--- src/rtl/hz_fwd_pkg.sv ---
package hz_fwd_pkg;
  // Operand source code reported per port; the values are part of the interface.
  typedef enum logic [1:0] {
    OPND_RF  = 2'd0,
    OPND_MEM = 2'd1,
    OPND_WB  = 2'd2,
    OPND_PC  = 2'd3
  } opnd_src_e;
endpackage

--- src/rtl/hz_rf_bypass.sv ---
module hz_rf_bypass #(
  parameter int AW = 3,
  parameter int DW = 16
) (
  input  logic [AW-1:0] rd_addr,
  input  logic [DW-1:0] rd_raw,
  input  logic          wr_en,
  input  logic [AW-1:0] wr_addr,
  input  logic [DW-1:0] wr_data,
  output logic [DW-1:0] rd_data
);
  // The write lands at the end of the cycle; pass it straight to a same-index read.
  assign rd_data = (wr_en && (rd_addr == wr_addr)) ? wr_data : rd_raw;
endmodule

--- src/rtl/hz_opnd_select.sv ---
module hz_opnd_select
  import hz_fwd_pkg::*;
#(
  parameter int AW = 3,
  parameter int DW = 16
) (
  input  logic [AW-1:0] src_addr,
  input  logic [DW-1:0] rf_val,
  input  logic [DW-1:0] pc_val,
  input  logic          mem_valid,
  input  logic          mem_wr,
  input  logic          mem_load,
  input  logic [AW-1:0] mem_dst,
  input  logic [DW-1:0] mem_alu,
  input  logic          wb_valid,
  input  logic          wb_wr,
  input  logic [AW-1:0] wb_dst,
  input  logic [DW-1:0] wb_data,
  output logic [DW-1:0] opnd,
  output opnd_src_e     sel,
  output logic          stall_req
);
  localparam logic [AW-1:0] PC_IDX = '1;

  logic is_pc, mem_hit, wb_hit;

  assign is_pc   = (src_addr == PC_IDX);
  assign mem_hit = mem_valid && mem_wr && (mem_dst == src_addr);
  assign wb_hit  = wb_valid && wb_wr && (wb_dst == src_addr);

  always_comb begin
    sel       = OPND_RF;
    opnd      = rf_val;
    stall_req = 1'b0;
    if (is_pc) begin
      sel  = OPND_PC;
      opnd = pc_val;
    end else if (mem_hit) begin
      // A load's value is not ready: the operand is discarded by the stall.
      sel       = OPND_MEM;
      opnd      = mem_alu;
      stall_req = mem_load;
    end else if (wb_hit) begin
      sel  = OPND_WB;
      opnd = wb_data;
    end
  end
endmodule

--- src/rtl/hz_stall_ctrl.sv ---
module hz_stall_ctrl #(
  parameter int NSRC = 3
) (
  input  logic [NSRC-1:0] req,
  output logic            stall,
  output logic            hold_pc,
  output logic            hold_front,
  output logic            exmem_bubble
);
  assign stall        = |req;
  assign hold_pc      = stall;
  assign hold_front   = stall;
  assign exmem_bubble = stall;
endmodule

--- src/rtl/hz_exec_forward.sv ---
module hz_exec_forward
  import hz_fwd_pkg::*;
#(
  parameter int AW   = 3,
  parameter int DW   = 16,
  parameter int NSRC = 3
) (
  input  logic [DW-1:0]            pc_val,
  input  logic [NSRC-1:0][AW-1:0]  ex_src_addr,
  input  logic [NSRC-1:0][DW-1:0]  ex_rf_val,
  input  logic                     mem_valid,
  input  logic                     mem_wr,
  input  logic                     mem_load,
  input  logic [AW-1:0]            mem_dst,
  input  logic [DW-1:0]            mem_alu,
  input  logic                     wb_valid,
  input  logic                     wb_wr,
  input  logic [AW-1:0]            wb_dst,
  input  logic [DW-1:0]            wb_data,
  input  logic [NSRC-1:0][AW-1:0]  rr_addr,
  input  logic [NSRC-1:0][DW-1:0]  rr_raw,
  output logic [NSRC-1:0][DW-1:0]  rr_data,
  output logic [NSRC-1:0][DW-1:0]  ex_opnd,
  output logic [NSRC-1:0][1:0]     ex_sel,
  output logic                     stall,
  output logic                     hold_pc,
  output logic                     hold_front,
  output logic                     exmem_bubble
);
  logic            rf_wr_en;
  logic [NSRC-1:0] req;
  opnd_src_e       sel_e [NSRC];

  assign rf_wr_en = wb_valid && wb_wr;

  for (genvar k = 0; k < NSRC; k++) begin : g_port
    hz_rf_bypass #(.AW(AW), .DW(DW)) u_byp (
      .rd_addr (rr_addr[k]),
      .rd_raw  (rr_raw[k]),
      .wr_en   (rf_wr_en),
      .wr_addr (wb_dst),
      .wr_data (wb_data),
      .rd_data (rr_data[k])
    );

    hz_opnd_select #(.AW(AW), .DW(DW)) u_sel (
      .src_addr  (ex_src_addr[k]),
      .rf_val    (ex_rf_val[k]),
      .pc_val    (pc_val),
      .mem_valid (mem_valid),
      .mem_wr    (mem_wr),
      .mem_load  (mem_load),
      .mem_dst   (mem_dst),
      .mem_alu   (mem_alu),
      .wb_valid  (wb_valid),
      .wb_wr     (wb_wr),
      .wb_dst    (wb_dst),
      .wb_data   (wb_data),
      .opnd      (ex_opnd[k]),
      .sel       (sel_e[k]),
      .stall_req (req[k])
    );

    assign ex_sel[k] = sel_e[k];
  end

  hz_stall_ctrl #(.NSRC(NSRC)) u_stall (
    .req          (req),
    .stall        (stall),
    .hold_pc      (hold_pc),
    .hold_front   (hold_front),
    .exmem_bubble (exmem_bubble)
  );
endmodule

--- config.mk ---
export PLATFORM = sky130hd
export DESIGN_NAME = hz_exec_forward
export DESIGN_NICKNAME = d
export VERILOG_FILES = /design/src/rtl/hz_fwd_pkg.sv /design/src/rtl/hz_rf_bypass.sv /design/src/rtl/hz_opnd_select.sv /design/src/rtl/hz_stall_ctrl.sv /design/src/rtl/hz_exec_forward.sv
export SDC_FILE = /design/constraint.sdc
export NUM_CORES = 1
export LEC_CHECK = 0
export ABC_AREA = 1
export CORE_AREA = 4 4 106 108
export DETAILED_ROUTE_END_ITERATION = 12
export DIE_AREA = 0 0 110 112
export PLACE_DENSITY = 0.79
export SLEW_MARGIN = 20
export SYNTH_ARGS = -nofsm -noshare
export SYNTH_HDL_FRONTEND = slang
export SYNTH_SLANG_ARGS = --single-unit
--- constraint.sdc ---
create_clock -name vclk -period 1.3
set_input_delay 0.13 -clock vclk [all_inputs]
set_output_delay 0.13 -clock vclk [all_outputs]
set_load 0.05 [all_outputs]
==> reports/summary.md, run 1 <==
### Placed design
- 7433 sq um — total placed instance area
- 0.9657 — gp weighted congestion
- 15.94 mm — placed wire-length estimate
- 279 — IO buf count

### Floorplan
- 37 — number of rows in the core area
- 112 um — Die Height
- 110 um — die outline width
- 0.3076 — initial standard-cell utilization of the core
- 279 — num ports

### Synth
- 0 — part of the Yosys area used for sequential elements
- 724 — synthesized instance count
- 4.346 sq um — Post-Syn Area per Cell
- 3147 sq um — summed instance area of the synthesized netlist
- 24 — post-synth cell types
- 897 — number of nets in the synthesized netlist
- 0 — total number of yosys warnings

### CTS
- 47 — post-CTS setup buffer count
- 0 — hold buffer count at cts
- 651 — cts repair resizes

### Status
- clock tree synthesis (4_1_cts) — stage at which the run stopped
- stopped before the end — run status
- [ERROR DPL-0033] detailed placement checks failed during check placement. — Tool Error

==> cells in the mapped netlist (all sizes together) <==
cell type / count / area (sq um)
xor2: 2 / 17.52
inv: 55 / 209.0
buf: 32 / 205.2
o22ai: 3 / 18.77
and3: 1 / 6.260
nand3: 103 / 530.5
a21oi: 7 / 68.82
a21boi: 3 / 22.52
clkbuf: 3 / 11.26
xnor2: 1 / 8.760
nor2: 161 / 680.6
nand2: 350 / 1349
nand4: 3 / 18.77
==> logic make-up after synthesis <==
logic type / after synthesis / synth area share
xor+xnor: 3 / 0.008351
simple gates: 618 / 0.8215
compound gates: 13 / 0.03499
buf+inv: 90 / 0.1352
==> stage by stage <==
step                      TNS [ns]  std cells  setup slack [ns]  hold WS, ns
after detailed placement    -66.04       1177           -0.8975       0.9346
after global placement      -65.65       1177           -0.8251       0.9329
after floorplan            -0.1693        724          -0.06729       0.4184
==> run 2, diff against run 1 <==
CORE_AREA = not set   (was 4 4 106 108)
CORE_MARGIN = 4   (was not set)
CORE_UTILIZATION = 20   (was not set)
DIE_AREA = not set   (was 0 0 110 112)
PLACE_DENSITY = not set   (was 0.79)
PLACE_DENSITY_LB_ADDON = 0.15   (was not set)
==> run 2 against run 1 <==
Effect of this change:
- the flow now finishes, with violations (negative setup slack)
- area after synthesis is the same
- synthesized cell count is the same
==> reports/summary.md, run 2 <==
### Status
- finished with violations — run status
- negative setup slack — violated checks

### Critical path
- 1.17 ns — Worst EP required
- in -> out — critical path class
- primary output — CP endpoint kind
- 6 — Worst Path Max Fanout
- primary input — startpoint types
- 1.40 ns — arrival time reported for the critical path endpoint

### Timing
- -16.70 ns — total negative setup slack
- 0.6928 — worst-case headroom to the max-slew limit
- 0 — count of pins over their slew limit
- 105 — number of endpoints failing setup at the final stage
- 653.9 MHz — achievable clock frequency
- -0.2293 ns — final setup slack of the worst path
- 1.176 — final cycle utilization of the critical path
- 0.4608 ns — Slew @ Worst Pin
- 1.529 ns — final period demand of the worst path
- 0 — endpoints failing hold
- 0.9132 ns — Hold Slack
- true — RSZ-0062 raised after global routing

### Drt
- 4.781 — average vias per placed instance
- 19.77 um — routed wire length per instance
- 25.82 mm — Routed WL
- 6,244 — routed via count
- 0 — antenna-violating nets left
- 4 — drt first pass iters
- 0 — count of unresolved DRC violations after routing
- 278 — initial drt markers

### Synth
- sky130_fd_sc_hd__nand2_1, sky130_fd_sc_hd__nor2_1, sky130_fd_sc_hd__nand3_1 — Post-synth top cells
- sky130_fd_sc_hd__nand2_1, sky130_fd_sc_hd__nor2_1, sky130_fd_sc_hd__nand3_1 — Area contributors post-synth
- 3147 sq um — summed instance area of the synthesized netlist
- 0 — fraction of synthesized area in multiplexers
- 0.4080 — area share of the largest cell type after synthesis
- sky130_fd_sc_hd__nand2_1 — post-synthesis cell type with the largest combined area
- 724 — synthesized instance count
- 0 — adder and majority cell fraction of the synthesized area
- 4.346 sq um — Post-Syn Area per Cell
- simple AND/OR/NAND/NOR gates — dominant combinational cell family by area after synthesis
- sky130_fd_sc_hd__nand2_1 — count leader, synth
- 0.8215 — area share of and/or/nand/nor cells after synthesis
- 0.03499 — share of the synthesized area in compound gates (AO/OA/AOI/OAI)
- 24 — post-synth cell types
- 0 — total number of yosys warnings
- 897 — number of nets in the synthesized netlist
- 0 — part of the Yosys area used for sequential elements
- 0.008350 — post-synthesis share of cell area spent on xor and xnor gates

### Global route
- 0 — total gr overflow
- 1 — antenna violations before repair
- 6,396 — number of global-route vias before repair
- 18 — maximum number of pins on one net before global-route repair
- 36.67 mm — global-route wire length before repair
- 0.2615 — global routing usage summed across all routing layers

### Placed design
- 1,247 — post-placement cell count
- 16.26 mm — placed wire-length estimate
- 279 — IO buf count
- 7527 sq um — total placed instance area
- 0.8876 — gp weighted congestion

### Power and ir drop
- 0.0002823 V — maximum resistive drop on vdd
- 4.898 nW — Leakage Power
- 475.8 nW/um^2 — power per cell area

### Finish
- sky130_fd_sc_hd__nand2_4, sky130_fd_sc_hd__clkdlybuf4s50_1, sky130_fd_sc_hd__nand2_2 — leading cell types in the layout, fill and taps excluded
- 1,269 — NumNets Final
- 0 — sequential cells
- 248.7% — P&R area growth vs syn
- 0.6408 — fraction of layout instances using a drive strength above 1
- 1,162 — # fillers
- 10,970 sq um — Final Cell Area
- 0 — number of clock buffers in the layout
- 0 sq um — area taken by flip-flops and latches
- 1,306 — post-layout instance count excluding filler cells

### Worst hold path
- in -> out — path class of the lowest-slack min-delay path

### Run
- 0 — Max Cap Violations

### Floorplan
- 133.4 um — Die Height
- 17,800 sq um — Die Outline Area
- 15,310 sq um — core footprint
- 133.4 um — die outline width
- 0.2055 — initial standard-cell utilization of the core
- 279 — num ports
- 45 — number of rows in the core area

==> run 2: cell counts after synthesis <==
No cell type changed its count.
==> run 2: worst max-delay path: stages <==
cell and delay (ns):
sky130_fd_sc_hd__buf_8 0.10, sky130_fd_sc_hd__buf_6 0.12, sky130_fd_sc_hd__inv_8 0.08, sky130_fd_sc_hd__o22ai_4 0.07
sky130_fd_sc_hd__a21oi_2 0.12, sky130_fd_sc_hd__buf_6 0.14, sky130_fd_sc_hd__buf_2 0.19, sky130_fd_sc_hd__nand3_1 0.16
sky130_fd_sc_hd__nand2_2 0.12, sky130_fd_sc_hd__buf_6 0.16
==> run 2: through the flow <==
step	power [mW]	utilization	setup WS (ns)
floorplan	1.958	-	-0.06729
global placement	3.905	0.4915	-0.6813
detailed placement	3.914	0.4915	-0.7069
CTS	4.893	0.6654	-0.2472
global route	5.417	0.7164	-0.2738
finish	5.221	0.7164	-0.2293
==> run 2: cell families after synthesis <==
kind of cell	Yosys count
simple gates	618
buf+inv	90
compound gates	13
xor+xnor	3
==> run 2: repair_timing <==
item                                    4_1_cts  5_1_grt
resized for setup                           646      200
pin swaps                                   140       83
cloned                                       21        1
setup buffers                                33       11
endpoints found under the setup margin      106      106
hold buffers                                  0        0
==> run 2: path summary, 6_finish.rpt <==
kind	startpoint	endpoint	cells after the start
setup / recovery	wb_dst[1]	rr_data[15]	10
hold / removal	ex_src_addr[7]	ex_sel[5]	7
==> run 2: layer usage <==
layer  vias up  global-route usage  wire, um
met1      2934              0.2991      9203
li1       2978                   -         -
met5         -                   0         0
met3        55             0.04230      1821
met2       277              0.4887     13800
met4         0             0.09200       993
==> run 2: area by class of cell <==
type / instances / area, sq um / share of cell area
antenna: 1 / 2.502 / 0.0002281
inverter: 55 / 271.5 / 0.02475
multi-input combinational: 638 / 5129 / 0.4674
tap: 211 / 264.0 / 0.02406
timing repair buffer: 401 / 5305 / 0.4835
==> run 2: power breakdown <==
group | switching (mW) | internal, mW
clock network | 0 | 0.000000103
registers | 0 | 0
logic | 2.81 | 2.41
total | 2.81 | 2.41
No activity file was read; power rests on OpenSTA's default activity.
==> run 3, diff against run 2 <==
GPL_ROUTABILITY_DRIVEN = 0   (was not set)
==> run 3 against run 2 <==
Effect of this change:
- the run still ends with negative setup slack left
- critical path depth up 3
- combinational power up 1%
- sequential cell count unchanged
- wire length up 2.5%
- core utilization up 0.78 points
- sequential share of layout area unchanged
- die area unchanged
- count of clock-buffer cells in the layout unchanged
- worst setup slack worse by 0.028 ns
==> reports/summary.md, run 3 (same netlist as run 2, synthesis figures left out) <==
### Power and ir drop
- 4.923 nW — Leakage Power
- 0.0002817 V — maximum resistive drop on vdd
- 475.5 nW/um^2 — power per cell area
- 5.275 mW — Final Total Pwr

### Finish
- 0.7243 — post-route core utilization
- sky130_fd_sc_hd__nand2_4, sky130_fd_sc_hd__clkdlybuf4s50_1, sky130_fd_sc_hd__nand2_2 — leading cell types in the layout, fill and taps excluded
- sky130_fd_sc_hd__nand2_4 — most common cell after layout, fill and taps aside
- 252.5% — P&R area growth vs syn
- 0 sq um — area taken by flip-flops and latches
- 1,309 — post-layout instance count excluding filler cells
- 1,272 — NumNets Final
- 11,090 sq um — Final Cell Area
- 0.6655 — fraction of layout instances using a drive strength above 1
- 0 — sequential cells
- 0 — number of clock buffers in the layout

### Drt
- 314 — initial drt markers
- 0 — antenna-violating nets left
- 0 — count of unresolved DRC violations after routing
- 26.47 mm — Routed WL
- 5 — drt first pass iters
- 4.853 — average vias per placed instance
- 20.22 um — routed wire length per instance
- 6,352 — routed via count

### Worst hold path
- in -> out — path class of the lowest-slack min-delay path

### Placed design
- 7555 sq um — total placed instance area
- -0.9553 ns — Setup Slack @ Placement
- 279 — IO buf count
- 1,254 — post-placement cell count
- 16.46 mm — placed wire-length estimate

### Floorplan
- 0.2055 — initial standard-cell utilization of the core
- 133.4 um — die outline width
- 15,310 sq um — core footprint
- 279 — num ports
- 133.4 um — Die Height
- 45 — number of rows in the core area
- 17,800 sq um — Die Outline Area

### Timing
- true — RSZ-0062 raised after global routing
- 642.3 MHz — achievable clock frequency
- 0.8522 ns — Hold Slack
- 0.7214 — worst-case headroom to the max-slew limit
- 0 — endpoints failing hold
- -0.2569 ns — final setup slack of the worst path
- -15.80 ns — total negative setup slack
- 1.198 — final cycle utilization of the critical path
- 106 — number of endpoints failing setup at the final stage
- 0.4179 ns — Slew @ Worst Pin
- 0 — count of pins over their slew limit
- 1.557 ns — final period demand of the worst path

### Status
- finished with violations — run status
- negative setup slack — violated checks

### Critical path
- buf_8 > inv_4 > buf_6 > nand2_4 > nand2_4 > nor2_4 > buf_6 > a21oi_4 > buf_12 > buf_16 > nand2_4 > nand2_4 > buf_12 — worst path cell trace
- sky130_fd_sc_hd__nand2_4 — cell type with the highest occurrence count on the critical path
- 0.20 ns — Worst path max stage delay
- primary input — startpoint types
- 1.17 ns — Worst EP required
- 1.43 ns — arrival time reported for the critical path endpoint
- primary output — CP endpoint kind
- in -> out — critical path class
- 8 — Worst Path Max Fanout
- sky130_fd_sc_hd__a21oi_4 — Slowest-stage cell, CP
- 7 — sum of buffers and inverters on the critical path
- buffers and inverters — delay-heaviest family, CP

### Run
- 0 — Max Cap Violations

### Global route
- 0.2648 — global routing usage summed across all routing layers
- 37.59 mm — global-route wire length before repair
- 18 — maximum number of pins on one net before global-route repair
- 6,703 — number of global-route vias before repair
- 0 — total gr overflow
- 0 — antenna violations before repair

### CTS
- 0 — hold buffer count at cts

==> run 3: path summary, 6_finish.rpt <==
check	startpoint	to	slack, ns	depth (start not counted)
worst max-delay path	mem_dst[1]	ex_opnd[41]	-0.26	13
worst min-delay path	rr_addr[5]	rr_data[19]	0.85	6
==> run 3: report_power, final <==
group          internal [mW]    total, mW  switching, mW
Sequential                 0            0              0
Clock            0.000000103  0.000000103              0
Combinational           2.43         5.27           2.85
Total                   2.43         5.27           2.85
==> run 3: routing by layer <==
metal	track usage	up-vias	part of all wire
met5	0	-	0
met4	0.07886	0	0.036
met3	0.03739	61	0.060
met2	0.5093	256	0.54
met1	0.3003	3042	0.37
li1	-	2993	-
==> run 3: timing repair <==
action,4_1_cts,5_1_grt
pin swaps,152,123
cloned,19,4
gates resized for setup,621,257
setup buffers,37,4
endpoints found under the setup margin,106,106
==> run 3: worst min-delay path, cell delays in order <==
cell	delay (ns)
sky130_fd_sc_hd__clkbuf_2	0.12
sky130_fd_sc_hd__a21oi_2	0.08
sky130_fd_sc_hd__buf_6	0.14
sky130_fd_sc_hd__nand3_4	0.06
sky130_fd_sc_hd__nand2_4	0.05
sky130_fd_sc_hd__buf_8	0.14
==> run 3: final cells by class <==
cell class / instances / area [sq um]
antenna: 1 / 2.502
fill: 1106 / 4223
multi-input combinational: 639 / 5261
timing repair buffer: 403 / 5305
tap: 211 / 264.0
inverter: 55 / 259.0
==> run 4, diff against run 3 <==
CORE_ASPECT_RATIO = 1.5   (was not set)
==> run 4 against run 3 <==
Effect of this change:
- the run still ends with negative setup slack left
- worst hold slack improved by 0.095 ns
- final area increased by 1.8%
- via count is 2.3% higher
- sequential cell count did not move
- critical path type unchanged
- critical endpoint is now ex_opnd[24]
==> reports/summary.md, run 4 (same netlist as run 2, synthesis figures left out) <==
### Critical path
- primary output — CP endpoint kind
- primary input — startpoint types
- in -> out — critical path class
- buf_8 > buf_6 > inv_6 > buf_6 > nor2_4 > nor2_4 > nand3_4 > buf_12 > nor2_2 > nor2_2 > nand2_4 > buf_12 — worst path cell trace
- 6 — sum of buffers and inverters on the critical path
- buffers and inverters — delay-heaviest family, CP
- sky130_fd_sc_hd__buf_12 — Slowest-stage cell, CP
- 6 — Worst Path Max Fanout
- 1.47 ns — arrival time reported for the critical path endpoint
- 1.17 ns — Worst EP required
- 0.20 ns — Worst path max stage delay

### Floorplan
- 15,280 sq um — core footprint
- 110.4 um — die outline width
- 279 — num ports
- 55 — number of rows in the core area
- 161.6 um — Die Height
- 17,850 sq um — Die Outline Area
- 0.2060 — initial standard-cell utilization of the core

### Power and ir drop
- 476.6 nW/um^2 — power per cell area
- 0.0003243 V — maximum resistive drop on vdd
- 5.060 nW — Leakage Power

### Finish
- 1,061 — # fillers
- 258.7% — P&R area growth vs syn
- 11,290 sq um — Final Cell Area
- 5141 sq um — total area of multi-input combinational cells
- 0.6512 — fraction of layout instances using a drive strength above 1
- 1,296 — NumNets Final
- 0.7389 — post-route core utilization
- 1,321 — post-layout instance count excluding filler cells
- 0 — number of clock buffers in the layout
- sky130_fd_sc_hd__nand2_4, sky130_fd_sc_hd__clkdlybuf4s50_1, sky130_fd_sc_hd__nand2_2 — leading cell types in the layout, fill and taps excluded
- sky130_fd_sc_hd__nand2_4 — most common cell after layout, fill and taps aside
- 0 sq um — area taken by flip-flops and latches
- 0 — sequential cells

### Drt
- met4 — uppermost signal routing layer after detailed routing
- 322 — initial drt markers
- 6,501 — routed via count
- 9.821 mm — routed metal-1 wirelength
- 5 — drt first pass iters
- 20.24 um — routed wire length per instance
- 4.921 — average vias per placed instance
- 26.74 mm — Routed WL
- 1.158 mm — metal3 WL
- 14.48 mm — metal2 WL
- 0 — count of unresolved DRC violations after routing
- 0 — antenna-violating nets left

### Timing
- 1.234 — final cycle utilization of the critical path
- 1.604 ns — final period demand of the worst path
- 0 — count of pins over their slew limit
- 0.4390 ns — Slew @ Worst Pin
- -0.3043 ns — final setup slack of the worst path
- 623.3 MHz — achievable clock frequency
- 105 — number of endpoints failing setup at the final stage
- 0 — endpoints failing hold
- true — RSZ-0062 raised after global routing
- 0.7074 — worst-case headroom to the max-slew limit

### Global route
- 1 — antenna violations before repair
- 0 — total gr overflow
- 39.19 mm — global-route wire length before repair
- 0.2747 — global routing usage summed across all routing layers
- 18 — maximum number of pins on one net before global-route repair
- 6,961 — number of global-route vias before repair

### Placed design
- -0.7080 ns — Setup Slack @ Placement
- 16.98 mm — placed wire-length estimate
- 1,256 — post-placement cell count
- 279 — IO buf count
- 7682 sq um — total placed instance area

### Status
- negative setup slack — violated checks
- finished with violations — run status

### Worst hold path
- in -> out — path class of the lowest-slack min-delay path

### Run
- 0 — Max Cap Violations

### CTS
- 0 — hold buffer count at cts

-- run 4: cell types whose count changed in the layout (fill, tap and decap cells not counted), moves of 10 or more --
cell,change
sky130_fd_sc_hd__nand2_2,-29
sky130_fd_sc_hd__nand2_4,+28
sky130_fd_sc_hd__nand3_1,+15
sky130_fd_sc_hd__nand3_4,-15
sky130_fd_sc_hd__buf_6,+11
sky130_fd_sc_hd__buf_4,+10
-- run 4: through the flow --
stage | hold slack, ns | total power [mW] | setup TNS [ns]
5_1_grt | 0.9779 | 5.570 | -26.47
6_report | 0.9470 | 5.380 | -22.59
3_5_place_dp | 0.9410 | 3.958 | -66.97
4_1_cts | 0.9297 | 5.119 | -20.78
2_1_floorplan | 0.4184 | 1.958 | -0.1693
3_3_place_gp | 0.9367 | 3.950 | -66.07
-- run 4: path summary, 6_finish.rpt --
| kind | cells after the start | endpoint | start |
|---|---|---|---|
| setup / recovery | 12 | ex_opnd[24] | mem_dst[0] |
| hold / removal | 4 | rr_data[32] | rr_raw[32] |
-- run 4: layer usage --
metal	up-vias	GRT usage
li1	3035	-
met1	3095	0.3149
met2	288	0.5229
met3	83	0.02699
met4	0	0.09692
met5	-	0
-- run 4: repair_timing --
| action | CTS | global route |
|---|---|---|
| cloned | 22 | 0 |
| pin swaps | 165 | 56 |
| setup buffers | 45 | 2 |
| setup endpoints to repair | 106 | 106 |
| gates resized for setup | 685 | 181 |
-- run 4: report_power, final --
group | total, mW | switching (mW) | internal (mW) | leakage (nW)
sequential | 0 | 0 | 0 | 0
clock | 0.000000103 | 0 | 0.000000103 | 0.00000634
combinational | 5.38 | 2.85 | 2.53 | 5.06
-- run 4: area by class of cell --
type,count,area share
inverters,55,0.02405
repair buffers,428,0.4982
well taps,199,0.02206
diodes,1,0.0002217
multi-input cells,638,0.4554
-- run 4: worst min-delay path: cells and delay by family --
family / cells / cell delay, ns
buf+inv: 2 / 0.56
simple gates: 2 / 0.12
